===== config.mk =====
export PLATFORM = sky130hd
export DESIGN_NAME = conv_ctrl_regs
export DESIGN_NICKNAME = d
export VERILOG_FILES = /design/src/rtl/conv_ctrl_regs.sv
export SDC_FILE = /design/constraint.sdc
export NUM_CORES = 1
export LEC_CHECK = 0
export CORE_MARGIN = 4
export CORE_UTILIZATION = 44
export DETAILED_ROUTE_END_ITERATION = 7
export PLACE_DENSITY = 0.92
export SLEW_MARGIN = 20
export SYNTH_ARGS = -nofsm -noshare
export SYNTH_HDL_FRONTEND = slang
export SYNTH_SLANG_ARGS = --single-unit

===== constraint.sdc =====
create_clock -name clk -period 4.01 [get_ports clk]
set_input_delay 0.802 -clock clk [delete_from_list [all_inputs] [get_ports clk]]
set_output_delay 0.802 -clock clk [all_outputs]
set_load 0.1 [all_outputs]

===== src/rtl/conv_ctrl_regs.sv =====
module conv_ctrl_regs #(
  parameter int              NPORTS    = 5,
  parameter int              AW        = 12,
  parameter int              DW        = 32,
  parameter int              CW        = 16,
  parameter logic [DW-1:0]   ID_CODE   = 32'h0000_4D43,
  parameter logic [CW-1:0]   CTRL_MASK = 16'hF10F
) (
  input  logic                 clk,
  input  logic                 rst_n,
  input  logic [AW-1:0]        addr,
  input  logic                 wr_en,
  input  logic [DW-1:0]        wr_data,
  input  logic                 rd_en,
  output logic [DW-1:0]        rd_data,
  output logic [4:0]           sw_mode_o,
  output logic [NPORTS*CW-1:0] conv_ctrl_o,
  output logic [NPORTS-1:0]    conv_rel_o,
  output logic [NPORTS-1:0]    sw_spd_ovr_o,
  output logic [NPORTS-1:0]    sw_dup_ovr_o
);

  localparam logic [AW-1:0] A_CMD  = AW'(12'h000);
  localparam logic [AW-1:0] A_ID   = AW'(12'h004);
  localparam logic [AW-1:0] A_MODE = AW'(12'h020);
  localparam logic [AW-1:0] A_CTRL = AW'(12'h100);
  localparam logic [AW-1:0] A_REL  = AW'(12'h114);
  localparam logic [AW-1:0] A_SPD  = AW'(12'h304);
  localparam logic [AW-1:0] A_DUP  = AW'(12'h308);
  localparam logic [DW-1:0] K0 = DW'(32'h0000_00A5);
  localparam logic [DW-1:0] K1 = DW'(32'h0000_0001);
  localparam logic [DW-1:0] K2 = DW'(32'h0000_FFFE);

  logic [1:0]        step_q;
  logic              unlocked_q, err_q;
  logic [4:0]        mode_q;
  logic [NPORTS-1:0] rel_q, spd_q, dup_q;
  logic [CW-1:0]     ctrl_q [NPORTS];
  logic [NPORTS-1:0] ctrl_hit;
  logic [DW-1:0]     exp_word, ctrl_rd;

  wire cmd_hit  = (addr == A_CMD);
  wire mode_hit = (addr == A_MODE);
  wire rel_hit  = (addr == A_REL);
  wire spd_hit  = (addr == A_SPD);
  wire dup_hit  = (addr == A_DUP);
  wire prot_hit = mode_hit | rel_hit | spd_hit | dup_hit | (|ctrl_hit);
  wire commit   = wr_en & unlocked_q;

  always_comb begin
    case (step_q)
      2'd0:    exp_word = K0;
      2'd2:    exp_word = K2;
      default: exp_word = K1;
    endcase
  end

  always_ff @(posedge clk) begin
    if (!rst_n) begin
      step_q     <= 2'd0;
      unlocked_q <= 1'b0;
      err_q      <= 1'b0;
    end else begin
      if (wr_en && cmd_hit) begin
        if (wr_data == exp_word) begin
          if (step_q == 2'd3) begin
            unlocked_q <= 1'b1;
            step_q     <= 2'd0;
          end else begin
            step_q <= step_q + 2'd1;
          end
        end else begin
          step_q <= (wr_data == K0) ? 2'd1 : 2'd0;
        end
      end
      if (wr_en && prot_hit) begin
        if (unlocked_q) unlocked_q <= 1'b0;
        else            err_q      <= 1'b1;
      end
    end
  end

  always_ff @(posedge clk) begin
    if (!rst_n) begin
      mode_q <= '0;
      rel_q  <= '0;
      spd_q  <= '0;
      dup_q  <= '0;
    end else if (commit) begin
      if (mode_hit) mode_q <= wr_data[4:0];
      if (rel_hit)  rel_q  <= wr_data[NPORTS-1:0];
      if (spd_hit)  spd_q  <= wr_data[NPORTS-1:0];
      if (dup_hit)  dup_q  <= wr_data[NPORTS-1:0];
    end
  end

  for (genvar p = 0; p < NPORTS; p++) begin : g_port
    assign ctrl_hit[p] = (addr == A_CTRL + AW'(4 * p));
    always_ff @(posedge clk) begin
      if (!rst_n)                   ctrl_q[p] <= '0;
      else if (commit && ctrl_hit[p]) ctrl_q[p] <= wr_data[CW-1:0] & CTRL_MASK;
    end
    assign conv_ctrl_o[p*CW +: CW] = ctrl_q[p];
  end

  always_comb begin
    ctrl_rd = '0;
    for (int p = 0; p < NPORTS; p++)
      if (ctrl_hit[p]) ctrl_rd = DW'(ctrl_q[p]);
  end

  always_comb begin
    rd_data = '0;
    if (rd_en) begin
      if      (cmd_hit)      rd_data = DW'({unlocked_q, err_q});
      else if (addr == A_ID) rd_data = ID_CODE;
      else if (mode_hit)     rd_data = DW'(mode_q);
      else if (rel_hit)      rd_data = DW'(rel_q);
      else if (spd_hit)      rd_data = DW'(spd_q);
      else if (dup_hit)      rd_data = DW'(dup_q);
      else                   rd_data = ctrl_rd;
    end
  end

  assign sw_mode_o    = mode_q;
  assign conv_rel_o   = rel_q;
  assign sw_spd_ovr_o = spd_q;
  assign sw_dup_ovr_o = dup_q;


  unlock_seq_chk: assert property (@(posedge clk) disable iff (!rst_n)
    $rose(unlocked_q) |-> $past(wr_en && cmd_hit && wr_data == K1));

  single_write_chk: assert property (@(posedge clk) disable iff (!rst_n)
    (wr_en && prot_hit && unlocked_q) |=> !unlocked_q);

  locked_err_chk: assert property (@(posedge clk) disable iff (!rst_n)
    (wr_en && prot_hit && !unlocked_q) |=> (err_q && $stable(sw_mode_o) && $stable(conv_rel_o) && $stable(conv_ctrl_o)));

  err_sticky_chk: assert property (@(posedge clk) disable iff (!rst_n)
    err_q |=> err_q);

  rel_hold_chk: assert property (@(posedge clk) disable iff (!rst_n)
    !(wr_en && rel_hit) |=> $stable(conv_rel_o));

  rd_idle_chk: assert property (@(posedge clk) disable iff (!rst_n)
    !rd_en |-> rd_data == '0);

endmodule


# Word level (Yosys, flattened, before mapping)
# Memory sizes are Yosys's and may differ from the RTL's.
# Cells that the tools add are included.
[op_classes]
add_sub_neg = 1
bitwise_logic = 11
magnitude_cmp = 0
n_div = 0
n_eq_ne = 14
n_mux = 42
reduce_logical = 15
shift = 0
n_mul = 0
[op_table]
columns = ["op", "count"]
rows = [
  ["32-bit two-way mux", 11],
  ["12-bit by 9-bit == test with 1-bit output (second input constant)", 6],
  ["9-bit two-way mux", 5],
  ["32-bit == test", 1],
  ["32-bit by 8-bit == test with 1-bit output (second input constant)", 1],
  ["16-bit case mux with 2 select lines", 1],
  ["12-bit by 10-bit == test with 1-bit output (second input constant)", 2],
  ["1-bit two-way mux", 22],
  ["16-bit two-way mux", 1],
  ["12-bit by 3-bit == test with 1-bit output (second input constant)", 1],
  ["12-bit by 6-bit == test with 1-bit output (second input constant)", 1],
  ["12-bit logical NOT", 1],
  ["2-bit AND reduction", 5],
  ["1-bit bitwise OR", 9],
  ["1-bit logical AND", 7],
  ["5-bit OR reduction", 1],
  ["2-bit == test (second input constant)", 2],
  ["2-bit two-way mux", 2],
  ["2-bit by 1-bit adder with 2-bit output (second input constant)", 1],
  ["2-bit logical NOT", 1],
  ["1-bit bitwise AND", 1],
  ["1-bit NOT", 1],
]
[totals]
word_cells = 91
in_bits = 48
out_inout_bits = 132
rom_bits = 0
ramBits = 45
latch_bits = 0
reg_bits = 24
mem_count = 1
[memory_table]
columns = ["memory", "depth", "word_bits", "read_ports", "rd_clocked_by_memory_dff", "write_ports", "line_no", "text"]
rows = [
  ["ctrl_q", 5, 9, 5, 0, 5, "38", "logic [CW-1:0] ctrl_q [NPORTS];"],
]

# Logic depth before layout (Yosys ltp)
[logic_depth]
ltp_word = 13
ltp_mapped = 7
ltp_nobuf = 7

# Worst setup path before layout
# No wires, ideal clock.
[synth_timing]
path_kind = "input-to-output"
start = "in addr[4]"
end = "out rd_data[8]"
setup_slack_ns = -0.853
arrival_ns = 4.061
path_buffers = 1
stages = 6
required_time_ns = 3.208
cell_sequence = "buf_2 > nor4_4 > nand2_1 > nor2_1 > a22oi_1 > o21ai_0"
[synth_between]
elab_chain_len = 13
word_cells_on_any_way = 23
cone_classes = "eq/ne: 10; mux: 12; reduce/logical: 1"
[synth_lines]
columns = ["item", "line_no", "text"]
rows = [
  ["from (decl)", "11", "input logic [AW-1:0] addr,"],
  ["12-bit by 9-bit == test with 1-bit output", "98", "assign ctrl_hit[p] = (addr == A_CTRL + AW'(4 * p));"],
  ["16-bit two-way mux", "109", "if (ctrl_hit[p]) ctrl_rd = DW'(ctrl_q[p]);"],
  ["32-bit two-way mux (4 in series)", "109", ""],
  ["32-bit two-way mux", "120", "else if (dup_hit) rd_data = DW'(dup_q);"],
  ["32-bit two-way mux", "119", "else if (spd_hit) rd_data = DW'(spd_q);"],
  ["32-bit two-way mux", "118", "else if (rel_hit) rd_data = DW'(rel_q);"],
  ["32-bit two-way mux", "117", "else if (mode_hit) rd_data = DW'(mode_q);"],
  ["32-bit two-way mux", "116", "else if (addr == A_ID) rd_data = ID_CODE;"],
  ["32-bit two-way mux (*)", "115", "if (cmd_hit) rd_data = DW'({unlocked_q, err_q});"],
  ["32-bit two-way mux (*)", "114", "if (rd_en) begin"],
  ["to (decl)", "15", "output logic [DW-1:0] rd_data,"],
]
# Mark *: on every way between the ends. The rest lies on a longest branch, timed or not.

# Final worst setup path
[layout_timing]
start = "in addr[2]"
end = "out rd_data[13]"
# The elaborated chain is that of the path after synthesis.

==> results.toml <==
[routing]
drc = 0
routed_wire_length_per_instance_um = 20.10
vias = 3999
drt_iter0_markers = 398
drt.antenna.violating_nets = 0
1st_pass_router_iterations = 5
routed_wl_um = 14250
routed_via_count_divided_by_cell_count = 5.640

[global_routing]
grt_pass1_wl_um = 21450
pin_count_of_the_biggest_net_entering_global_routing = 24
initial_antenna_violation_count = 0
grt_util_all_layers_pct = 24.36
via_count_of_the_first_global_routing_pass = 3899
grt-ovfl-total = 0

[layout]
final_cell_area_mm2 = 0.006052
fillCellCount = 734
n_antenna_cell = 0
area_delta_synth_final_pct = 40.28
nets = 626
postLayoutCoreUtil_pct = 64.58
post_route_cells_drive_above_1_share_pct = 15.52

[placed_design]
numPortBuffers = 125
gp_congestion = 1.013
postPlaceCellArea_mm2 = 0.005831
detailedPlacementHpwl_um = 11250

[sta]
timing_hold_violations_final = 0
final_period_minus_worst_setup_slack_ps = 3845
whs_ps = 468.4
achievable-frequency_ghz = 0.2601
fin_worst_skew_ps = 15.00
final.period_utilization_pct = 95.89
timing.final.max_slew_violations = 0
slew-limit-headroom_pct = 32.95
rsz0062_at_grt = "false"
finalSetupViolations = 0
worst-slew-pin-transition_ps = 1003

[yosys]
avgSynthCellArea_um2 = 10.03
syn-instance-count = 430
syn_area_mm2 = 0.004314
yosys_most_used_dff = "sky130_fd_sc_hd__edfxtp_1"
yosys_warnings = 0
post_synth_most_frequent_cells = "sky130_fd_sc_hd__buf_4, sky130_fd_sc_hd__and2_1, sky130_fd_sc_hd__edfxtp_1"
fraction_of_post_synthesis_cell_area_in_the_top_cell_type_by_area_pct = 31.32
synthArstFlopShare_pct = 0
ys_ff_latch = 69
yosys.cell_count.top_type = "sky130_fd_sc_hd__buf_4"
distinct_cell_type_count_after_synthesis = 67
seq_area_frac_synth_pct = 42.46
post_synth_main_area_contributors = "sky130_fd_sc_hd__edfxtp_1, sky130_fd_sc_hd__dfxtp_1, sky130_fd_sc_hd__buf_4"
synth_top_area_cell = "sky130_fd_sc_hd__edfxtp_1"
synth_edf_count = 45

[min_path]
min_path_type = "reg2reg"
holdPathStages = 1

[clock_network]
cts.reportedPaths.clkPinSlew_ps = 70
clock_sink_count = 69
tritoncts = "yes"
post_cts_hold_buffer_count = 0
clockRootBuffer = "sky130_fd_sc_hd__clkbuf_8"
cts_setup_buffers = 0
post_cts_resize_count = 0
worst_skew_pair.late_latency_ps = 360
htree_levels = 3
tritoncts.num_buffers = 9
cts_max_path_buffers = 2

[worst_setup_path]
max_stage_delay_ps = 580
critical_path.n_buffers_inverters = 4
crit_cells = 9
timing.critical_path.cells = "clkdlybuf4s50_1, buf_4, nor2b_1, nand2_1, nor3_1, buf_4, a22oi_1, a31oi_2, buf_12"
crit_required_ps = 3210
cp_startpoint_kind = "input pin"
timing_worst_setup_path_type = "in2out"
timing.critical_path.arrival_ps = 3040
critical-path-top-delay-family = "buffers and inverters"
critical_path.max_fanout = 14
worst_path_max_delay_cell = "sky130_fd_sc_hd__clkdlybuf4s50_1"
worst_path_most_repeated_cell = "sky130_fd_sc_hd__buf_4"
worst_setup_path_end_kind = "output port"
worst_r2r_path_depth = 7

[die]
core.rowCount = 35
initial_utilization_pct = 46.03
die_height_um = 107.0
die_w_um = 107.0
area_inside_the_core_boundary_mm2 = 0.009371
ios = 180
design.die.area_mm2 = 0.01145

[pwr]
static-leakage-power_nw = 2.247
ir_worst_vdd_mv = 0.2134
pwr_density_cell_mw_per_mm2 = 339.8

[job]
maxCapViolations = 0

[status]
status = "completed"
[report_power, final]
part,internal [W],switching (W),leakage (nW),total (W)
registers,0.000778,0.0000168,0.620,0.000795
logic,0.000120,0.000500,1.52,0.000621
clock network,0.000354,0.000287,0.109,0.000641
total,0.00125,0.000804,2.25,0.00206
[cell usage in the layout (no fill, tap or decap), types with 4 or more instances in the layout]
master / instances
sky130_fd_sc_hd__nor2_1: 33
sky130_fd_sc_hd__a21oi_2: 5
sky130_fd_sc_hd__edfxtp_1: 45
sky130_fd_sc_hd__and4_1: 4
sky130_fd_sc_hd__nand2_1: 21
sky130_fd_sc_hd__mux4_2: 4
sky130_fd_sc_hd__a22oi_1: 7
sky130_fd_sc_hd__conb_1: 54
sky130_fd_sc_hd__o21ai_0: 10
sky130_fd_sc_hd__buf_12: 13
sky130_fd_sc_hd__clkbuf_8: 9
sky130_fd_sc_hd__dfxtp_1: 24
sky130_fd_sc_hd__nor3_1: 7
sky130_fd_sc_hd__nor4_1: 7
sky130_fd_sc_hd__buf_4: 31
sky130_fd_sc_hd__mux2_2: 4
sky130_fd_sc_hd__nand3_1: 19
sky130_fd_sc_hd__nand2b_1: 4
sky130_fd_sc_hd__and2_1: 46
sky130_fd_sc_hd__clkdlybuf4s50_1: 112
sky130_fd_sc_hd__nor2b_1: 4
sky130_fd_sc_hd__inv_1: 5
sky130_fd_sc_hd__mux2i_1: 21
sky130_fd_sc_hd__nand4_1: 10
sky130_fd_sc_hd__a21oi_1: 5
[state kept, by name, summed over array words and instances, names as in the netlist]
register / cells
conv_rel_o: 5
sw_mode_o: 5
sw_spd_ovr_o: 5
sw_dup_ovr_o: 5
ctrl_q: 45
unlocked_q: 1
step_q: 2
err_q: 1
[path summary, 6_finish.rpt]
kind | start | slack [ps] | to
min | err_q | 470 | err_q
max reg2reg | step_q[0] | 1760 | step_q[1]
max | addr[2] | 160 | rd_data[13]
min reg2reg | err_q | 470 | err_q
[final cells by class]
cell class	instances	area (um2)	area share [%]
Sequential cell	69	1832	30.27
Clock buffer	9	123.9	2.047
Inverter	5	18.77	0.3101
Timing Repair Buffer	156	1614	26.67
Clock inverter	7	97.59	1.613
Multi-Input combinational cell	334	2205	36.43
Tap cell	129	161.4	2.667
[metal layers]
metal / share of wire, % / wire length [um] / track usage, %
met5: 0 / 0 / 0
met4: 1.9 / 265 / 8.402
met1: 38 / 5398 / 30.49
met3: 12 / 1740 / 6.261
met2: 48 / 6844 / 40.71
[worst reg2reg max path, stage by stage, from the launching register on]
cell and delay, ps:
sky130_fd_sc_hd__dfxtp_1 340, sky130_fd_sc_hd__inv_1 120, sky130_fd_sc_hd__ha_1 180, sky130_fd_sc_hd__nand4_1 100, sky130_fd_sc_hd__or4_4 570, sky130_fd_sc_hd__a221oi_4 330, sky130_fd_sc_hd__or3b_1 410, sky130_fd_sc_hd__a21oi_2 130
[per-stage QoR]
step	worst slack (ps)	cells	TNS (ps)	total power, W
2_1_floorplan	-101.0	483	-101.0	0.001312
3_3_place_gp	235.3	693	0	0.001421
3_5_place_dp	212.8	693	0	0.001426
4_1_cts	203.6	709	0	0.002057
5_1_grt	82.77	709	0	0.002100
6_report	164.8	709	0	0.002056
[cell families after synthesis]
logic type | synth area share [%]
and+or+nand+nor | 25.58
DFF | 42.46
other | 0.08692
buffers and inverters | 12.04
xor gates and xnor gates | 0.2031
muxes | 8.005
AOI/OAI and AO/OA | 10.76
adders and majority gates | 0.8702
(Power assumes the default switching activity.)
